`config.mk`:
```
export PLATFORM = sky130hd
export DESIGN_NAME = va_xlate_tlb
export DESIGN_NICKNAME = d
export VERILOG_FILES = /design/src/rtl/va_xlate_tlb.sv
export SDC_FILE = /design/constraint.sdc
export NUM_CORES = 2
export LEC_CHECK = 0
export BUFFER_PORTS_ARGS = -buffer_cell sky130_fd_sc_hd__buf_2
export CAP_MARGIN = 20
export CELL_PAD_IN_SITES_DETAIL_PLACEMENT = 1
export CELL_PAD_IN_SITES_GLOBAL_PLACEMENT = 1
export CORE_UTILIZATION = 31
export CTS_CLUSTER_SIZE = 14
export DETAILED_ROUTE_END_ITERATION = 6
export PLACE_DENSITY_LB_ADDON = 0.12
export REMOVE_ABC_BUFFERS = 1
export SLEW_MARGIN = 20
export SYNTH_ARGS = -nofsm -noshare
export SYNTH_HDL_FRONTEND = slang
export SYNTH_SLANG_ARGS = --single-unit
export TNS_END_PERCENT = 20
```
`constraint.sdc`:
```
create_clock -name clk -period 14.7 [get_ports clk]
set_input_delay 2.94 -clock clk [delete_from_list [all_inputs] [get_ports clk]]
set_output_delay 2.94 -clock clk [all_outputs]
set_load 0.01 [all_outputs]
```
`src/rtl/va_xlate_tlb.sv`:
```
module va_xlate_tlb #(
  parameter int NUM_ENTRIES = 32,
  parameter int ADDR_W      = 32,
  parameter int DOM_W       = 4,
  parameter int ATTR_W      = 2
) (
  input  logic              clk,
  input  logic              rst_n,
  input  logic [ADDR_W-1:0] lk_va,
  output logic              lk_hit,
  output logic [ADDR_W-1:0] lk_pa,
  output logic [DOM_W-1:0]  lk_dom,
  output logic [ATTR_W-1:0] lk_cb,
  input  logic              fill_en,
  input  logic [ADDR_W-1:0] fill_va,
  input  logic [ADDR_W-1:0] fill_pa,
  input  logic [1:0]        fill_size,
  input  logic [DOM_W-1:0]  fill_dom,
  input  logic [ATTR_W-1:0] fill_cb,
  input  logic              inv_all,
  input  logic              inv_one,
  input  logic [ADDR_W-1:0] inv_va
);

  localparam int IDX_W = $clog2(NUM_ENTRIES);
  localparam int PN_W  = ADDR_W - 12;
  localparam logic [PN_W-1:0] M_SEC = ~(PN_W'(8'hFF));
  localparam logic [PN_W-1:0] M_LRG = ~(PN_W'(4'hF));
  localparam logic [PN_W-1:0] M_SML = '1;

  logic [PN_W-1:0]   tag_q [NUM_ENTRIES];
  logic [PN_W-1:0]   frm_q [NUM_ENTRIES];
  logic [1:0]        sz_q  [NUM_ENTRIES];
  logic [DOM_W-1:0]  dom_q [NUM_ENTRIES];
  logic [ATTR_W-1:0] cb_q  [NUM_ENTRIES];
  logic [NUM_ENTRIES-1:0] valid_q;
  logic [IDX_W-1:0]       ptr_q;

  logic [PN_W-1:0]        ent_mask [NUM_ENTRIES];
  logic [NUM_ENTRIES-1:0] lk_match, inv_match;
  logic [IDX_W-1:0]       sel;

  wire [PN_W-1:0] lk_pn  = lk_va[ADDR_W-1:12];
  wire [PN_W-1:0] inv_pn = inv_va[ADDR_W-1:12];
  wire            do_fill = fill_en && !inv_all;

  for (genvar i = 0; i < NUM_ENTRIES; i++) begin : g_ent
    assign ent_mask[i]  = (sz_q[i] == 2'b10) ? M_SEC :
                          (sz_q[i] == 2'b01) ? M_LRG : M_SML;
    assign lk_match[i]  = valid_q[i] && (((lk_pn  ^ tag_q[i]) & ent_mask[i]) == '0);
    assign inv_match[i] = valid_q[i] && (((inv_pn ^ tag_q[i]) & ent_mask[i]) == '0);
  end

  always_comb begin
    sel = '0;
    for (int i = NUM_ENTRIES - 1; i >= 0; i--)
      if (lk_match[i]) sel = IDX_W'(i);
  end

  assign lk_hit = |lk_match;
  assign lk_pa  = lk_hit ? {(frm_q[sel] & ent_mask[sel]) | (lk_pn & ~ent_mask[sel]),
                            lk_va[11:0]} : '0;
  assign lk_dom = lk_hit ? dom_q[sel] : '0;
  assign lk_cb  = lk_hit ? cb_q[sel]  : '0;

  always_ff @(posedge clk) begin
    if (!rst_n) begin
      valid_q <= '0;
      ptr_q   <= '0;
    end else if (inv_all) begin
      valid_q <= '0;
    end else begin
      if (inv_one) valid_q <= valid_q & ~inv_match;
      if (fill_en) begin
        valid_q[ptr_q] <= 1'b1;
        ptr_q <= (ptr_q == IDX_W'(NUM_ENTRIES - 1)) ? '0 : ptr_q + 1'b1;
      end
    end
  end

  always_ff @(posedge clk) begin
    if (do_fill) begin
      tag_q[ptr_q] <= fill_va[ADDR_W-1:12];
      frm_q[ptr_q] <= fill_pa[ADDR_W-1:12];
      sz_q[ptr_q]  <= fill_size;
      dom_q[ptr_q] <= fill_dom;
      cb_q[ptr_q]  <= fill_cb;
    end
  end

  p_flush_all_r8: assert property (@(posedge clk) disable iff (!rst_n)
    inv_all |=> !lk_hit);

  p_flush_one_r9: assert property (@(posedge clk) disable iff (!rst_n)
    (inv_one && !inv_all && !fill_en) |=> ((valid_q & $past(inv_match)) == '0));

  p_fill_valid_r10: assert property (@(posedge clk) disable iff (!rst_n)
    do_fill |=> valid_q[$past(ptr_q)]);

  p_ptr_step_r7: assert property (@(posedge clk) disable iff (!rst_n)
    do_fill |=> (ptr_q == (($past(ptr_q) == IDX_W'(NUM_ENTRIES - 1)) ? '0 : $past(ptr_q) + 1'b1)));

  p_ptr_hold_r8: assert property (@(posedge clk) disable iff (!rst_n)
    !do_fill |=> $stable(ptr_q));

endmodule

```
Word-level counts from Yosys, hierarchy flattened
Memory sizes are Yosys's and may differ from the RTL's.
Index checks and enable logic that the tools add are counted.
- register bits: 37
- bits in writable memories: 1536
- bits of input ports: 141
- output and inout bits: 39
- memories: 5
- memory list (name ; depth ; bits a word ; rd ports ; clocked after Yosys merged registers in ; write ports ; line ; RTL):
    frm_q ; 32 ; 20 ; 1 ; 0 ; 1 ; 32 ; logic [PN_W-1:0] frm_q [NUM_ENTRIES];
    tag_q ; 32 ; 20 ; 32 ; 0 ; 1 ; 31 ; logic [PN_W-1:0] tag_q [NUM_ENTRIES];
    dom_q ; 32 ; 4 ; 1 ; 0 ; 1 ; 34 ; logic [DOM_W-1:0] dom_q [NUM_ENTRIES];
    cb_q ; 32 ; 2 ; 1 ; 0 ; 1 ; 35 ; logic [ATTR_W-1:0] cb_q [NUM_ENTRIES];
    sz_q ; 32 ; 2 ; 32 ; 0 ; 1 ; 33 ; logic [1:0] sz_q [NUM_ENTRIES];
- add/subtract/negate cells: 1
- $lt $le $gt $ge: 3
- equal/unequal tests: 65
- mux-type cells: 111
- bitwise gates (word level): 138
- reductions and logical operators: 134
- operator list (operator ; number):
    $and A20 B20 Y20 ; 66
    $logic_not A20 Y1 ; 64
    $xor A20 B20 Y20 ; 64
    $mux W8 ; 32
    $mux W5 ; 33
    $mux W32 ; 5
    $mux W4 ; 33
    $bmux W20 S5 ; 1
    $logic_and A1 B1 Y1 ; 66
    $eq A2 B1 Y1 const B ; 32
    $eq A2 B2 Y1 const B ; 32
    $mux W20 ; 2
    $and A32 B32 Y32 ; 1
    $not A32 Y32 ; 1
    $or A32 B32 Y32 ; 1
    $reduce_or A32 Y1 ; 1
    $not A20 Y20 ; 1
    $or A20 B20 Y20 ; 1
    $ge A6 B6 Y1 const B ; 1
    $lt A5 B6 Y1 const B ; 1
    $not A5 Y6 ; 1
    $add A5 B1 Y5 const B ; 1
    $demux W1 S5 ; 1
    $eq A5 B5 Y1 const B ; 1
    other kinds (7) ; 10

Logic depth before layout (Yosys ltp)
An unclocked memory read counts as a cell.
- word-level depth: 47
- mapped depth: 21
- gate-level depth less buffers: 14

Least setup slack after synthesis
No wires, ideal clock.
- kind: input port to output port
- start point: input port lk_va[27]
- end point: output port lk_pa[19]
- arrival time: 6655 ps
- setup slack: 5105 ps
- stages: 17
- cells stage by stage: buf_2 buf_6 buf_2 xnor2_1 nand4_1 nor4_2 a22oi_1 and3_1 a311oi_1 nor2_1 buf_2 a211oi_1 a211oi_1 a2111oi_1 nor4_2 or4_1 a21oi_1
- longest elaborated chain between the ends: 44
- ends and longest elaborated chain (element ; line ; RTL):
    from (decl) ; 9 ; input logic [ADDR_W-1:0] lk_va,
    $xor A20 B20 Y20 ; 50 ; assign lk_match[i] = valid_q[i] && (((lk_pn ^ tag_q[i]) & ent_mask[i]) == '0);
    $and A20 B20 Y20 ; 50 ;
    $logic_not A20 Y1 ; 50 ;
    $logic_and A1 B1 Y1 ; 50 ;
    $mux W5 (32 in series) ; 57 ; if (lk_match[i]) sel = IDX_W'(i);
    $not A5 Y6 (implied by the code) ; 61 ; assign lk_pa = lk_hit ? {(frm_q[sel] & ent_mask[sel]) | (lk_pn & ~ent_mask[sel]),
    $bmux W20 S5 ; 61 ;
    $mux W20 (implied by the code) (2 in series) ; 61 ;
    $not A20 Y20 ; 61 ;
    $and A20 B20 Y20 ; 61 ;
    $or A20 B20 Y20 ; 61 ;
    $mux W32 * ; 61 ;
    to (decl) ; 11 ; output logic [ADDR_W-1:0] lk_pa,
Every way passes the cells marked *; elsewhere a longest branch is shown, timed or not. The select of a mux whose other input is x is not followed.

Worst setup path in the final report
- start point: input port lk_va[29]
- end point: output port lk_cb[0]
- longest elaborated chain between the ends: 38
- ends and longest elaborated chain (element ; line ; RTL):
    $xor A20 B20 Y20 ; 50 ;
    $and A20 B20 Y20 ; 50 ;
    $logic_not A20 Y1 ; 50 ;
    $logic_and A1 B1 Y1 ; 50 ;
    $mux W5 (32 in series) ; 57 ;
    $mem_v2 Z32 W2 ; - ;
    $mux W2 * ; 64 ; assign lk_cb = lk_hit ? cb_q[sel] : '0;
    to (decl) ; 13 ; output logic [ATTR_W-1:0] lk_cb,
Every way passes the cells marked *; elsewhere a longest branch is shown, timed or not.

==> out/qor.yml <==
global_routing:
  grt_usage: 0.2260
  grt_pass1_vias: 49080
  antenna_found_initial: 20
  grt_pass1_wl_um: 386500
  overflow: 0
  grt_max_degree: 127
critical_path:
  worstPathArrival_ps: 9830
  critPathLaunchType: "input port"
  r2r_cells: 6
  worst-endpoint-required_ps: 11760
  crit_chain: "buf_2 > buf_4 > xnor2_1 > nand4_1 > nor4_2 > a211oi_1 > a2111oi_1 > o311ai_1 > a211oi_4 > buf_12 > buf_12 > nor2b_1 > a211oi_1 > a21oi_1 > mux4_2 > a32o_1 > buf_2"
  worst-setup-path-type: "input port to primary output"
  critPathMaxStageDelay_ps: 970
  r2r_slack_ps: 10380
  crit_path_end_kind: "primary output"
  cpMaxStageDelayCell: "nor4_2"
  cp_max_fo: 121
sta:
  hold_viol_final: 0
  setup-violations-final: 0
  tightest_slew_ps: 1154
  relSlewSlack: 0.2306
  period_share: 0.8690
  fin_ws_ps: 1925
  tns_ps: 0
  grt_setup_unrepaired: "no"
  fin_skew_ps: 24.22
  max_freq_mhz: 78.28
  slew_viol_final: 0
  min_period_ps: 12770
die:
  num_rows: 179
  initial_core_util: 0.3131
  die-area_sq_mm: 0.2433
  coreArea_sq_mm: 0.2390
  fp.dieH_um: 493.3
  die_w_um: 493.3
  io_pins: 180
synth:
  netlist_area_sq_mm: 0.07482
  synth_cell_types: 92
  yosysSeqAreaShare: 0.6263
  synthAdderAreaFrac: 0.006187
  synth_area_per_cell_sq_um: 13.86
  synth_top_family_by_area: "XOR/XNOR gates"
  yosys-top-cells-count: "edfxtp_1 (1,536), xnor2_1 (748), xor2_1 (517), nand2_1 (349), mux2i_1 (251)"
  synthFlopType: "edfxtp_1"
  yosys.area_share.simple: 0.07313
  synth_most_common_cell: "edfxtp_1"
  synth.top_cell.area_share: 0.6164
  ys_async_sr_fraction: 0
  postSynthCellCount: 5398
  synth_xor_area_frac: 0.1489
  synth_area_leader_cell: "edfxtp_1"
  yosysWarnings: 0
  synth_area_leaders: "edfxtp_1 (62%), xnor2_1 (8.8%), xor2_1 (6.1%), mux2i_1 (3.4%), mux2_2 (2.3%)"
  synth_compound_area_frac: 0.06343
  ys_seq_elements: 1573
  muxShareOfSynthArea: 0.05706
  synth_edf_count: 1536
cts:
  post_cts_resized: 0
  postCtsHoldBufs: 0
  h-tree-depth: 4
  clock_latency_ps: 840
  clk_path_buf_depth: 3
  clk_pin_slew_worst_paths_ps: 60
  numCtsBuffers: 181
  cts_sinks: 1573
  cts_tree: "yes"
  clockRootBuffer: "clkbuf_16"
  cts_setup_buffers: 0
layout:
  nNetsFinal: 5767
  final_layout_size_suffix_gt1_frac: 0.1371
  fin_util: 0.3577
  fin_area_sq_mm: 0.08547
  synthToLayoutAreaGrowth_pct: 14.23
placed_design:
  port_buffers: 143
  placed_area_sq_mm: 0.07969
  dpl_worst_slack_ps: 1986
  dp_hpwl_um: 164100
  gp_congestion: 0.8407
drt:
  viasPerCell: 5.294
  dr_total_vias: 47150
  drtIter0Drc: 3464
  drc_errors: 0
  wl_um: 278500
  avgRoutedWirePerCell_um: 31.27
  dr.pass1.iters: 6
  antenna_left: 0
hold_path:
  hold_depth: 2
  holdCritPathClass: "register to register"
power_and_ir_drop:
  power_leakage_nw: 25.87
  power.density_mw_per_mm2: 115.7
  max-vdd-ir-drop_v: 0.00008437
status:
  status: "completed"
job:
  maxCapViolCount: 0
[routing by layer]
layer,GRT usage,vias to the layer above,routed length [um],part of all wire
li1,-,20690,-,-
met1,0.3074,25030,126500,0.45
met2,0.3794,1075,133400,0.48
met3,0.02760,341,11300,0.041
met4,0.05920,12,7176,0.026
met5,0,-,80,0.00029
[flip-flops by register name (all words and copies together), names as in the netlist]
signal	flops
cb_q	64
frm_q	640
dom_q	128
valid_q	32
ptr_q	5
sz_q	64
tag_q	640
[cell usage in the layout (no fill, tap or decap), types with 50 or more instances in the layout]
cell type and instances:
edfxtp_1 1536, xnor2_1 748, xor2_1 517, nand2_1 348, mux2i_1 251, nand4_1 218, clkbuf_16 184, buf_4 159
o21ai_0 151, mux2_2 151, nor4_1 147, a21oi_1 145, buf_2 140, o211ai_1 121, nand3_1 92, inv_1 50
[worst max-delay path, delay by kind of cell]
kind,cells,cell delay (ps)
AOI/OAI and AO/OA,7,2330
xor gates and xnor gates,1,210
buffers and inverters,5,2220
muxes,1,520
and+or+nand+nor,3,1220
[metrics by stage]
step	hold WS (ps)	total power [W]	instances
after global routing	523.7	0.01018	8900
after detailed placement	481.1	0.005549	8571
final	487.4	0.009886	8906
after floorplan	454.1	0.005222	5089
after global placement	477.1	0.005545	8565
after CTS	489.6	0.009993	8898
[where the power goes]
part           internal (W)  switching (W)  total, W  leakage (nW)
Clock               0.00252        0.00191   0.00443          2.78
Combinational      0.000145       0.000373  0.000518          8.98
Sequential          0.00493     0.00000489   0.00494          14.1
Total               0.00760        0.00229   0.00989          25.9
[path summary, 6_finish.rpt]
kind	start	to
worst max-delay path	lk_va[29]	lk_cb[0]
worst min-delay path	valid_q[16]	valid_q[16]
worst max register to register	ptr_q[0]	frm_q[22][15]
worst min register to register	valid_q[16]	valid_q[16]
[area by class of cell]
class	instances	area, sq um
antenna	6	15.01
multi-input combinational	3465	26450
inverter	51	191.4
clock buffer	234	4852
clock inverter	93	864.6
timing repair buffer	317	2272
sequential	1573	46860
tap	3167	3963
fill	24690	153500
[logic make-up (layout without fill, tap and decap cells)]
family | Yosys count | after routing
flops | 1573 | 1573
xor+xnor | 1269 | 1269
simple gates | 1048 | 1048
compound gates | 706 | 706
mux | 405 | 405
buf+inv | 360 | 695
fa+ha+maj | 37 | 37
other cells | 0 | 6
No activity file was read; power rests on OpenSTA's default activity.
